$ cat src/rtl/adcif_pkg.sv
package adcif_pkg;
  localparam int CHAN_W = 3;

  typedef enum logic [1:0] {
    PM_NORMAL   = 2'b00,
    PM_FULL_OFF = 2'b01,
    PM_AUTO_OFF = 2'b10,
    PM_OFF_ALT  = 2'b11
  } pmode_e;

  typedef struct packed {
    logic [CHAN_W-1:0] chan;
    pmode_e            pm;
  } ctl_t;

  localparam ctl_t CTL_RESET = '{chan: '0, pm: PM_NORMAL};
endpackage

$ cat src/rtl/sadc_sync_edge.sv
module sadc_sync_edge #(
  parameter int N = 3,
  parameter int STAGES = 2,
  parameter logic [N-1:0] RST_VAL = '0
) (
  input  logic         clk,
  input  logic         rst,
  input  logic [N-1:0] in_raw,
  output logic [N-1:0] lvl,
  output logic [N-1:0] rise,
  output logic [N-1:0] fall
);
  logic [N-1:0][STAGES:0] sr;

  for (genvar i = 0; i < N; i++) begin : g_bit
    always_ff @(posedge clk) begin
      if (rst) sr[i] <= {(STAGES+1){RST_VAL[i]}};
      else     sr[i] <= {sr[i][STAGES-1:0], in_raw[i]};
    end
    assign lvl[i]  = sr[i][STAGES-1];
    assign rise[i] = sr[i][STAGES-1] & ~sr[i][STAGES];
    assign fall[i] = ~sr[i][STAGES-1] & sr[i][STAGES];
  end
endmodule

$ cat src/rtl/sadc_frame_seq.sv
module sadc_frame_seq
  import adcif_pkg::*;
#(
  parameter int FRAME_BITS = 16,
  parameter int CTL_BITS = 8,
  parameter int SAMPLE_EDGE = 2,
  parameter int CH_LSB = 3,
  parameter int PM_LSB = 0,
  localparam int CW = $clog2(FRAME_BITS + 1)
) (
  input  logic          clk,
  input  logic          rst,
  input  logic          cs_lvl,
  input  logic          cs_fall,
  input  logic          sck_rise,
  input  logic          sck_fall,
  input  logic          din_lvl,
  output ctl_t          ctl,
  output logic          in_frame,
  output logic          samp_pulse,
  output logic          end_pulse,
  output logic          first_fall,
  output logic          fall_pulse,
  output logic [CW-1:0] fall_num
);
  localparam logic [CW-1:0] FULL_CNT = CW'(FRAME_BITS);
  localparam logic [CW-1:0] LAST_R   = CW'(FRAME_BITS - 1);
  localparam logic [CW-1:0] CTL_CNT  = CW'(CTL_BITS);
  localparam logic [CW-1:0] CTL_LAST = CW'(CTL_BITS - 1);
  localparam logic [CW-1:0] SMP_R    = CW'(SAMPLE_EDGE - 1);

  logic [CW-1:0]       rcnt, fcnt;
  logic [CTL_BITS-1:0] shreg, word_nxt;

  assign word_nxt = {shreg[CTL_BITS-2:0], din_lvl};

  always_ff @(posedge clk) begin
    if (rst) begin
      in_frame   <= 1'b0;
      rcnt       <= '0;
      fcnt       <= '0;
      shreg      <= '0;
      ctl        <= CTL_RESET;
      samp_pulse <= 1'b0;
      end_pulse  <= 1'b0;
      first_fall <= 1'b0;
      fall_pulse <= 1'b0;
      fall_num   <= '0;
    end else begin
      samp_pulse <= 1'b0;
      end_pulse  <= 1'b0;
      first_fall <= 1'b0;
      fall_pulse <= 1'b0;
      if (cs_fall) begin
        in_frame <= 1'b1;
        rcnt     <= '0;
        fcnt     <= '0;
      end else if (cs_lvl) begin
        in_frame <= 1'b0;
      end else if (in_frame) begin
        if (sck_rise && rcnt < FULL_CNT) begin
          rcnt <= rcnt + 1'b1;
          if (rcnt < CTL_CNT) shreg <= word_nxt;
          if (rcnt == CTL_LAST)
            ctl <= '{chan: word_nxt[CH_LSB +: CHAN_W], pm: pmode_e'(word_nxt[PM_LSB +: 2])};
          samp_pulse <= (rcnt == SMP_R);
          end_pulse  <= (rcnt == LAST_R);
        end
        if (sck_fall && fcnt < FULL_CNT) begin
          fcnt       <= fcnt + 1'b1;
          first_fall <= (fcnt == '0);
          fall_pulse <= 1'b1;
          fall_num   <= fcnt + 1'b1;
        end
      end
    end
  end

  AST_CTL_HOLD_IDLE: assert property (@(posedge clk) disable iff (rst)
    !in_frame |=> $stable(ctl));
  AST_ONE_END_PULSE: assert property (@(posedge clk) disable iff (rst)
    end_pulse |=> !end_pulse);
  AST_RCNT_BOUND: assert property (@(posedge clk) disable iff (rst)
    rcnt <= FULL_CNT);
endmodule

$ cat src/rtl/sadc_power_seq.sv
module sadc_power_seq
  import adcif_pkg::*;
#(
  parameter int WAKE_CLKS = 500,
  localparam int WW = $clog2(WAKE_CLKS + 1)
) (
  input  logic   clk,
  input  logic   rst,
  input  pmode_e pm,
  input  logic   first_fall,
  input  logic   end_pulse,
  output logic   powered,
  output logic   waking
);
  localparam logic [WW-1:0] WAKE_LAST = WW'(WAKE_CLKS - 1);
  logic [WW-1:0] wcnt;

  always_ff @(posedge clk) begin
    if (rst) begin
      powered <= 1'b1;
      waking  <= 1'b0;
      wcnt    <= '0;
    end else if (end_pulse) begin
      powered <= (pm == PM_NORMAL);
      waking  <= 1'b0;
    end else if (first_fall && pm == PM_AUTO_OFF && !powered && !waking) begin
      waking <= 1'b1;
      wcnt   <= '0;
    end else if (waking) begin
      if (wcnt == WAKE_LAST) begin
        powered <= 1'b1;
        waking  <= 1'b0;
      end else begin
        wcnt <= wcnt + 1'b1;
      end
    end
  end

  AST_NORMAL_STAYS_UP: assert property (@(posedge clk) disable iff (rst)
    (pm == PM_NORMAL && powered) |=> powered);
  AST_WAKE_WHILE_DOWN: assert property (@(posedge clk) disable iff (rst)
    waking |-> !powered);
  AST_FULL_OFF_NO_WAKE: assert property (@(posedge clk) disable iff (rst)
    (pm == PM_FULL_OFF && !powered && !waking) |=> !powered);
endmodule

$ cat src/rtl/sadc_serial_ctrl.sv
module sadc_serial_ctrl
  import adcif_pkg::*;
#(
  parameter int NCH = 8,
  parameter int RES_W = 12,
  parameter int FRAME_BITS = 16,
  parameter int SYNC_STAGES = 2,
  parameter int CLKS_PER_US = 100,
  parameter int WAKE_US = 5,
  localparam int CW = $clog2(FRAME_BITS + 1),
  localparam int IW = $clog2(FRAME_BITS),
  localparam int LEAD = FRAME_BITS - RES_W
) (
  input  logic               clk,
  input  logic               rst,
  input  logic               cs_n,
  input  logic               sclk,
  input  logic               din,
  input  logic [NCH*RES_W-1:0] ain_flat,
  output logic               dout,
  output logic               powered,
  output logic               samp_strobe,
  output logic               samp_ok,
  output logic               conv_done
);
  logic [2:0] s_lvl, s_rise, s_fall;
  ctl_t          ctl;
  logic          in_frame, samp_pulse, end_pulse, first_fall, fall_pulse, waking;
  logic [CW-1:0] fall_num;
  logic [RES_W-1:0]      res;
  logic [FRAME_BITS-1:0] word;
  logic [IW-1:0]         idx;

  sadc_sync_edge #(.N(3), .STAGES(SYNC_STAGES), .RST_VAL(3'b011)) u_sync (
    .clk(clk), .rst(rst), .in_raw({din, sclk, cs_n}),
    .lvl(s_lvl), .rise(s_rise), .fall(s_fall)
  );

  sadc_frame_seq #(.FRAME_BITS(FRAME_BITS)) u_frame (
    .clk(clk), .rst(rst), .cs_lvl(s_lvl[0]), .cs_fall(s_fall[0]),
    .sck_rise(s_rise[1]), .sck_fall(s_fall[1]), .din_lvl(s_lvl[2]),
    .ctl(ctl), .in_frame(in_frame), .samp_pulse(samp_pulse), .end_pulse(end_pulse),
    .first_fall(first_fall), .fall_pulse(fall_pulse), .fall_num(fall_num)
  );

  sadc_power_seq #(.WAKE_CLKS(CLKS_PER_US * WAKE_US)) u_pwr (
    .clk(clk), .rst(rst), .pm(ctl.pm), .first_fall(first_fall),
    .end_pulse(end_pulse), .powered(powered), .waking(waking)
  );

  assign word = {{LEAD{1'b0}}, res};
  assign idx  = IW'(FRAME_BITS - int'(fall_num));

  always_ff @(posedge clk) begin
    if (rst) begin
      res         <= '0;
      dout        <= 1'b0;
      samp_strobe <= 1'b0;
      samp_ok     <= 1'b0;
      conv_done   <= 1'b0;
    end else begin
      samp_strobe <= samp_pulse;
      samp_ok     <= samp_pulse && powered;
      conv_done   <= end_pulse;
      if (samp_pulse) res <= ain_flat[int'(ctl.chan)*RES_W +: RES_W];
      if (s_lvl[0] || s_fall[0]) dout <= 1'b0;
      else if (fall_pulse)       dout <= word[idx];
    end
  end

  AST_LEAD_ZEROS: assert property (@(posedge clk) disable iff (rst)
    (fall_pulse && int'(fall_num) <= LEAD) |=> !dout);
  AST_IDLE_DOUT_LOW: assert property (@(posedge clk) disable iff (rst)
    (!in_frame && s_lvl[0]) |=> !dout);
endmodule

$ cat config.mk
export PLATFORM = sky130hd
export DESIGN_NAME = sadc_serial_ctrl
export DESIGN_NICKNAME = d
export VERILOG_FILES = /design/src/rtl/adcif_pkg.sv /design/src/rtl/sadc_sync_edge.sv /design/src/rtl/sadc_frame_seq.sv /design/src/rtl/sadc_power_seq.sv /design/src/rtl/sadc_serial_ctrl.sv
export SDC_FILE = /design/constraint.sdc
export NUM_CORES = 1
export LEC_CHECK = 0
export BUFFER_PORTS_ARGS = -buffer_cell sky130_fd_sc_hd__buf_2
export CAP_MARGIN = 15
export CORE_MARGIN = 2
export CORE_UTILIZATION = 41
export DETAILED_ROUTE_END_ITERATION = 8
export GPL_ROUTABILITY_DRIVEN = 0
export PLACE_DENSITY = 0.75
export SLEW_MARGIN = 20
export SYNTH_ARGS = -nofsm -noshare
export SYNTH_HDL_FRONTEND = slang
export SYNTH_SLANG_ARGS = --single-unit
$ cat constraint.sdc
create_clock -name clk -period 3.7 [get_ports clk]
set_input_delay 0.555 -clock clk [delete_from_list [all_inputs] [get_ports clk]]
set_output_delay 0.555 -clock clk [all_outputs]
set_load 0.01 [all_outputs]
==> results of run 1 <==
-- per-stage QoR --
| step | instances | cell area (um2) |
|---|---|---|
| after floorplan | 321 | 3340 |
| after global placement | 511 | 3910 |
| after detailed placement | 511 | 3910 |
| after CTS | 527 | 4110 |
| after global routing | 528 | 4110 |
| final | 528 | 4110 |
-- flip-flops by register name (all words and copies together), names as in the netlist, 3 cells and up --
register and cells:
u_frame.fall_num 4, u_sync.sr 5, u_frame.ctl 5, u_frame.shreg 5
u_pwr.wcnt 9, u_frame.fcnt 5, u_frame.rcnt 5, res 12
u_sync.lvl 3
-- worst paths after layout --
path / from / endpoint / cells after the start
max: u_frame.fall_num[0] / dout / 7
min: cs_n / u_sync.sr[0] / 2
max reg2reg: u_frame.fall_num[0] / dout / 7
min reg2reg: u_sync.sr[0] / u_sync.lvl[0] / 1
-- worst max-delay path, delay by kind of cell (launching register included) --
family                     cells  cell delay (ns)
DFF                            1             0.46
buffers and inverters          1             0.10
AOI/OAI and AO/OA              2             0.18
and+or+nand+nor                1             0.34
adders and majority gates      1             0.23
xor gates and xnor gates       1             0.24
muxes                          1             0.35
-- cell type report --
type                       count  area (um2)
sequential                    64        1280
timing repair buffer         107         541
antenna                        1        2.50
fill                         703        3700
clock inverter                 5        56.3
clock buffer                  11         141
multi-input combinational    227        1920
inverter                      11        41.3
tap                          102         128
-- logic make-up after synthesis --
logic type      count (synthesis)  share of synthesized area [%]
simple gates                  109                           16.7
flops                          64                           38.3
mux                            52                           25.4
compound gates                 51                           10.4
buf+inv                        30                           4.23
xor+xnor                        8                           2.32
fa+ha+maj                       7                           2.62
-- routing by layer --
metal / GRT usage [%] / vias up
li1: - / 1376
met1: 22.6 / 1330
met2: 34.2 / 121
met3: 3.85 / 23
met4: 13.2 / 0
met5: 0 / -
-- placed cells by master (no fill, tap or decap), types with 2 or more instances in the layout --
cell | synthesis | final
clkinv_2 | 0 | 2
or3_1 | 5 | 5
mux2i_1 | 25 | 25
a21oi_1 | 13 | 13
and2_1 | 3 | 3
nand2_1 | 11 | 11
ha_1 | 7 | 7
xnor2_1 | 4 | 4
dfxtp_1 | 64 | 64
buf_4 | 2 | 2
o21ai_0 | 9 | 9
xor2_1 | 3 | 3
a41oi_1 | 2 | 2
nand3_1 | 7 | 7
or2_2 | 6 | 6
clkbuf_8 | 0 | 10
mux4_2 | 25 | 25
nor2_1 | 49 | 49
and4_1 | 3 | 3
a31oi_1 | 3 | 3
and3_1 | 6 | 6
nor4b_1 | 2 | 2
buf_2 | 4 | 105
a211oi_1 | 17 | 17
nand2b_1 | 2 | 2
nor2b_1 | 6 | 6
inv_1 | 11 | 11
nor3_1 | 4 | 4
-- power groups by stage --
stage | sequential (mW) | combinational, mW | clock (mW)
2_1_floorplan | 0.710 | 0.0369 | 0
3_3_place_gp | 0.710 | 0.0951 | 0
3_5_place_dp | 0.710 | 0.0975 | 0
4_1_cts | 0.695 | 0.0977 | 0.609
5_1_grt | 0.694 | 0.105 | 0.639
6_report | 0.695 | 0.0975 | 0.599
==> reports/metrics.cfg, run 1 <==
[cts]
path_clk_slew_ns=0.07
clock_latency_ns=0.35
htreeDepth=3
cts_setup_buffers=0
clk_path_buf_depth=2
ctsHoldBuffers=0
root_buffer=clkbuf_8
clock-sinks=64
cts_tree=built
cts_buffers=9
ctsResizeCount=0

[route]
num_vias=2850
viasPerCell=5.40
routed_wl_mm=8.14
wl_per_cell_um=15.4
first_iter_violations=80
drt_pass1_iterations=4
drc=0
ant_nets=0
route.met2.wl_mm=4.00
wl_met1_mm=3.26
met3WireLength_um=439
highest_layer=met4

[power_and_ir_drop]
cellLeakagePower_nw=1.64
vdd_ir_drop_max_mv=0.131
p_seq_share_pct=49.9
p_sw_mw=0.310
internal_power_mw=1.08
p_per_area_nw_per_um2=338
pwr-share-clk_pct=43.1
combPwrFrac_pct=7.0
total_power_mw=1.39
p_sw_share_pct=22.3

[min_path]
hold_path_class=in2reg

[setup_path]
required_ns=3.92
critPathSlowestCell=dfxtp_1
rrSetupSlack_ns=1.68
max_stage_delay_ns=0.46
path_class=reg2reg
critPathMaxFanout=6
startpoint_type=flip-flop
path_cells=inv_1, ha_1, xnor2_2, mux2_1, or3_1, o211ai_2, o31ai_2
crit_path_end_kind=flip-flop
crit_arrival_ns=2.25

[run_status]
status=finished clean

[logic_synthesis]
syn_area_per_cell_um2=10.4
ys.flop_type=dfxtp_1
synthCells=321
netlist.area_leader.share_pct=38.3
syn-num-nets=429
synth_edf_count=0
synthArstFlopShare_pct=0
yosysMostFrequentCell=dfxtp_1
synth.top_cells.by_count=dfxtp_1 (64), nor2_1 (49), mux2i_1 (25), mux4_2 (25), a211oi_1 (17)
ys_ff_latch=64
ys_types=45
ys_warn_count=0
synth_top_area_cell=dfxtp_1
synth_area_leaders=dfxtp_1 (38%), mux4_2 (17%), mux2i_1 (7.5%)
syn_area_um2=3340
yosysSeqAreaShare_pct=38.3

[timing]
setup_viol=0
fmax_mhz=495
slew_headroom_pct=33.0
holdWs_ns=0.399
post-route-period-util_pct=54.7
setup_tns_ns=0
worst_pin_slew_ns=1.00
worst_slack_ns=1.68
final_hold_viol_count=0
skew_ns=0.00754
drv_slew=0
period_needed_ns=2.02
rsz0062_at_grt=false

[floorplanning]
die_w_um=94.3
dieHeight_um=94.3
ioPinCount=106
start_util_pct=42.8
rows=32
core_um2=7810
die-area_um2=8890

[global_route]
antenna_found_initial=1
grt_pass1_wl_mm=13.5
grt_util_all_layers_pct=20.0
first_global_vias=2884
grt_max_degree=32
overflow=0

[finish]
final_layout_size_suffix_gt1_share_pct=37.9
area_growth_pct=23.0
fin_nets=528
postLayoutCoreUtil_pct=52.7

[placed_design]
io_buffers=105
hpwl_mm=6.34
pre_cts_ws_ns=1.69

[run]
cap_violations=0

No activity file was read; power rests on OpenSTA's default activity.
==> inputs of run 2 (changes only) <==
- PLACE_DENSITY: 0.75 -> 0.78
- clock period: 3.7 -> 1.7 ns (I/O delays scaled with it)
==> run 2 against run 1 <==
Effect of this change: critical path depth is the same; highest routed layer unchanged; fmax grew 27%; flip-flop and latch count is the same; via count up 0.39%; worst hold slack worse by 0.30 ns; count of clock-buffer cells in the layout grew 1; sequential power up 120%; setup slack got worse by 1.6 ns; register-to-register slack worse by 1.6 ns; non-clock buffer count is 13 higher; global-route usage is 1.2 points lower; utilization increased by 1.9 points.
==> reports/metrics.cfg, run 2 (same netlist as run 1, synthesis figures left out) <==
[finish]
fin_nets=541  ; +2.5%
largest_reg_flops=12  ; unchanged
finalNonFillerCells=540  ; +2.3%
area_growth_pct=27.4
insertedDiodeCount=0  ; -1
final_cell_mix=buf_2 (105), dfxtp_1 (62), nor2_1 (49)
final_layout_size_suffix_gt1_share_pct=41.1  ; +3.2 points
regMostFlops=res
layout_commonest_cell=buf_2
biggestRegsByFlops=res: 12 flops, u_pwr.wcnt: 9 flops

[timing]
setup_tns_ns=0  ; unchanged
fmax_mhz=627  ; +27%
final_hold_viol_count=0  ; unchanged
period_needed_ns=1.59  ; -0.427 ns
holdWs_ns=0.0966  ; -0.303 ns
drv_slew=0  ; unchanged
worst_pin_slew_ns=0.482  ; -0.521 ns
setup_viol=0  ; unchanged
rsz0062_at_grt=true
skew_ns=0.00681  ; -0.000727 ns
post-route-period-util_pct=93.8  ; +39 points
slew_headroom_pct=67.8  ; +35 points

[setup_path]
path_cells=inv_2, ha_4, xnor2_4, mux2_4, or3_1, o211ai_2, o31ai_2
critPathSlowestCell=dfxtp_4
crit_path_end_kind=flip-flop
startpoint_type=flip-flop
required_ns=1.93  ; -1.99 ns
path_class=reg2reg
crit_arrival_ns=1.82  ; -0.43 ns
critPathMaxFanout=2  ; -4
max_stage_delay_ns=0.35  ; -0.11 ns

[route]
first_iter_violations=124  ; +55%
viasPerCell=5.30  ; -1.8%
ant_nets=0  ; unchanged
drc=0  ; unchanged
routed_wl_mm=7.80  ; -4.2%
drt_pass1_iterations=4  ; unchanged
wl_per_cell_um=14.4  ; -6.3%
num_vias=2861  ; +0.39%

[power_and_ir_drop]
vdd_ir_drop_max_mv=0.344  ; +160%
cellLeakagePower_nw=1.71  ; +4.0%
total_power_mw=2.93  ; +110%
p_per_area_nw_per_um2=689  ; +100%

[floorplanning]
rows=32  ; unchanged
dieHeight_um=94.3  ; unchanged
start_util_pct=42.8  ; unchanged
ioPinCount=106  ; unchanged
die-area_um2=8890  ; unchanged
core_um2=7810  ; unchanged
die_w_um=94.3  ; unchanged

[cts]
cts_buffers=9  ; unchanged
htreeDepth=3  ; unchanged
root_buffer=clkbuf_8
clock-sinks=64  ; unchanged
path_clk_slew_ns=0.07  ; about the same
clock_latency_ns=0.34  ; about the same
cts_tree=built
clk_path_buf_depth=2  ; unchanged
ctsHoldBuffers=0  ; unchanged

[placed_design]
dp.cells=520  ; +1.8%
hpwl_mm=5.96  ; -6.0%
io_buffers=105  ; unchanged

[global_route]
grt_pass1_wl_mm=13.0  ; -3.7%
first_global_vias=2913  ; +1.0%
overflow=0  ; unchanged
grt_max_degree=48  ; +50%
grt_util_all_layers_pct=18.7  ; -1.2 points
antenna_found_initial=0  ; -1

[min_path]
hold_path_class=in2reg

[run]
cap_violations=0  ; unchanged

[run_status]
status=finished clean

-- run 2: what timing repair did --
action	4_1_cts	5_1_grt
resized for setup	1	3
buffers inserted	0	4
endpoints found under the setup margin	1	7
pin swaps	0	3
-- run 2: final timing paths --
kind	depth (start not counted)	startpoint	endpoint	slack [ns]
setup reg to reg	7	u_frame.fall_num[0]	dout	0.11
hold reg to reg	1	u_sync.sr[3]	u_sync.lvl[1]	0.41
setup / recovery	7	u_frame.fall_num[0]	dout	0.11
hold / removal	2	sclk	u_sync.sr[3]	0.1
-- run 2: stage by stage --
stage | utilization, % | cell area, um2 | setup WS, ns
after detailed placement | 51.7 | 4040 | -0.000622
final | 54.5 | 4260 | 0.105
after global routing | 54.5 | 4260 | -0.0619
after global placement | 51.7 | 4040 | 0.0419
after floorplan | - | 3370 | -0.00824
after CTS | 54.1 | 4220 | 0.000826
-- run 2: worst max-delay path, delay by kind of cell (launching register included) --
| kind | cells | cell delay (ns) |
|---|---|---|
| buffers and inverters | 1 | 0.05 |
| and+or+nand+nor | 1 | 0.32 |
| muxes | 1 | 0.31 |
| DFF | 1 | 0.35 |
| adders and majority gates | 1 | 0.17 |
| AOI/OAI and AO/OA | 2 | 0.15 |
| xor gates and xnor gates | 1 | 0.15 |
-- run 2: power by group --
| part | internal, mW | switching (mW) |
|---|---|---|
| clock network | 0.671 | 0.547 |
| registers | 1.51 | 0.00415 |
| logic | 0.132 | 0.0728 |
| total | 2.31 | 0.624 |
-- run 2: per-layer routing --
metal  GRT usage [%]  vias up  routed length (um)
li1                -     1397                   -
met1            22.2     1344                3190
met2            32.3      106                3930
met3            5.06       14                 514
met4            7.13        0                 163
met5               0        -                   0
-- run 2: final cells by class --
class                           count  area, um2
Timing Repair Buffer              120        663
Sequential cell                    64       1290
Inverter                           11       41.3
Multi-Input combinational cell    227       1960
Tap cell                          102        128
Fill cell                         676       3550
Clock buffer                       12        135
Clock inverter                      4       45.0
==> inputs of run 3 (changes only) <==
- PLACE_DENSITY: 0.78 -> 0.75
==> run 3 against run 2 <==
Effect of this change: first-iteration DRC count is 19% lower; utilization about the same; wire length is 0.58% higher; via count shrank 0.66%; combinational power about the same; non-clock buffer count decreased by 1; largest cell class unchanged; register-to-register slack got worse by 0.03 ns; sequential share of layout area about the same; sequential power hardly changed; die area unchanged; setup slack got worse by 0.032 ns; count of clock-buffer cells in the layout shrank 1.
==> reports/metrics.cfg, run 3 (same netlist as run 1, synthesis figures left out) <==
[run_status]
status=finished clean

[floorplanning]
die_w_um=94.3  ; unchanged
dieHeight_um=94.3  ; unchanged
rows=32  ; unchanged
ioPinCount=106  ; unchanged
start_util_pct=42.8  ; unchanged
die-area_um2=8890  ; unchanged
core_um2=7810  ; unchanged

[setup_path]
crit_path_end_kind=flip-flop
critPathMaxFanout=2  ; unchanged
required_ns=1.92  ; about the same
startpoint_type=flip-flop
path_class=reg2reg
crit_arrival_ns=1.85  ; +0.03 ns

[timing]
slew_headroom_pct=68.1  ; +0.23 points
period_needed_ns=1.63  ; +0.0319 ns
worst_pin_slew_ns=0.479  ; -0.00349 ns
setup_viol=0  ; unchanged
drv_slew=0  ; unchanged
holdWs_ns=0.0959  ; -0.000673 ns
post-route-period-util_pct=95.7  ; +1.9 points
skew_ns=0.00866  ; +0.00185 ns
final_hold_viol_count=0  ; unchanged
rsz0062_at_grt=true
fmax_mhz=615  ; -2.0%

[cts]
clock_latency_ns=0.34  ; about the same
clock-sinks=64  ; unchanged
ctsHoldBuffers=0  ; unchanged
cts_buffers=9  ; unchanged
clk_path_buf_depth=2  ; unchanged
path_clk_slew_ns=0.06  ; about the same
cts_tree=built
root_buffer=clkbuf_8
htreeDepth=3  ; unchanged

[finish]
fin_nets=540  ; -0.18%
regMostFlops=res
insertedDiodeCount=0  ; unchanged
layout_commonest_cell=buf_2
postLayoutCoreUtil_pct=54.6  ; about the same
largest_reg_flops=12  ; unchanged
biggestRegsByFlops=res: 12 flops, u_pwr.wcnt: 9 flops
final_cell_mix=buf_2 (105), dfxtp_1 (62), nor2_1 (49)
area_growth_pct=27.4  ; about the same
final_layout_size_suffix_gt1_share_pct=40.8  ; -0.27 points

[route]
routed_wl_mm=7.84  ; +0.58%
num_vias=2842  ; -0.66%
ant_nets=0  ; unchanged
drc=0  ; unchanged
first_iter_violations=101  ; -19%
viasPerCell=5.28  ; -0.29%
wl_per_cell_um=14.6  ; +0.95%
drt_pass1_iterations=4  ; unchanged

[power_and_ir_drop]
total_power_mw=2.98  ; +1.5%
cellLeakagePower_nw=1.71  ; +0.31%
pwr-share-clk_pct=42.3  ; +0.8 points
p_per_area_nw_per_um2=699  ; +1.4%
internal_power_mw=2.34  ; +1.3%
p_sw_mw=0.637  ; +2.1%
p_seq_share_pct=50.7  ; -0.8 points
p_sw_share_pct=21.4  ; +0.13 points
combPwrFrac_pct=6.9  ; about the same
vdd_ir_drop_max_mv=0.368  ; +7.0%

[global_route]
first_global_vias=2886  ; -0.93%
grt_util_all_layers_pct=18.9  ; +0.14 points
grt_pass1_wl_mm=13.2  ; +1.8%
overflow=0  ; unchanged
grt_max_degree=48  ; unchanged
antenna_found_initial=0  ; unchanged

[placed_design]
io_buffers=105  ; unchanged
hpwl_mm=6.09  ; +2.2%

[run]
cap_violations=0  ; unchanged

[min_path]
hold_path_class=in2reg

[run 3: cell count changes in the layout (fill, tap and decap cells not counted)]
| cell | previous run | this run |
|---|---|---|
| nor2b_1 | 5 | 6 |
| nor4bb_4 | 0 | 1 |
| nor2b_2 | 1 | 0 |
| clkbuf_1 | 3 | 1 |
| clkbuf_8 | 9 | 10 |
| buf_4 | 13 | 12 |
| nor4bb_2 | 1 | 0 |
| ha_1 | 5 | 6 |
| ha_2 | 1 | 0 |
[run 3: cell type report]
cell class | count | area, um2
clock buffers | 11 | 141
clock inverters | 4 | 45.0
fillers | 680 | 3550
inverters | 11 | 41.3
multi-input cells | 227 | 1960
flip-flops and latches | 64 | 1290
well taps | 102 | 128
repair buffers | 119 | 656
[run 3: path summary, 6_finish.rpt]
kind / startpoint / endpoint / slack, ns / cells after the start
max: u_frame.fall_num[1] / dout / 0.07 / 7
min: sclk / u_sync.sr[3] / 0.1 / 2
max reg2reg: u_frame.fall_num[1] / dout / 0.07 / 7
min reg2reg: u_sync.sr[3] / u_sync.lvl[1] / 0.41 / 1
[run 3: repair_timing]
action	CTS	global route
setup buffers	0	1
endpoints found under the setup margin	1	8
pin swaps	1	2
gates resized for setup	0	3
[run 3: metrics by stage]
stage,worst slack (ns),TNS [ns],area [um2],std cells
final,0.0735,0,4260,538
after global routing,-0.0296,-0.0736,4260,538
after CTS,0.0148,0,4240,537
after detailed placement,0.000549,0,4050,522
after global placement,0.0425,0,4050,522
after floorplan,-0.00824,-0.00824,3370,321
[run 3: power by group through the flow]
stage	logic [mW]	clock network, mW	registers (mW)
after floorplan	0.0804	0	1.54
after global placement	0.200	0	1.54
after detailed placement	0.207	0	1.54
after CTS	0.207	1.28	1.51
after global routing	0.226	1.35	1.51
final	0.206	1.26	1.51
[run 3: routing by layer]
metal,global-route usage (%),up-vias,routed length (um)
met1,23.8,1343,3460
met4,7.37,0,150
met2,31.8,81,3850
met5,0,-,0
met3,3.77,14,382
li1,-,1404,-
[run 3: worst max-delay path: stages, from the launching register on]
cell and delay [ns]:
dfxtp_2 0.32, inv_1 0.06, ha_4 0.18, xnor2_4 0.18, mux2_4 0.31, or3_1 0.32
o211ai_2 0.07, o31ai_2 0.07
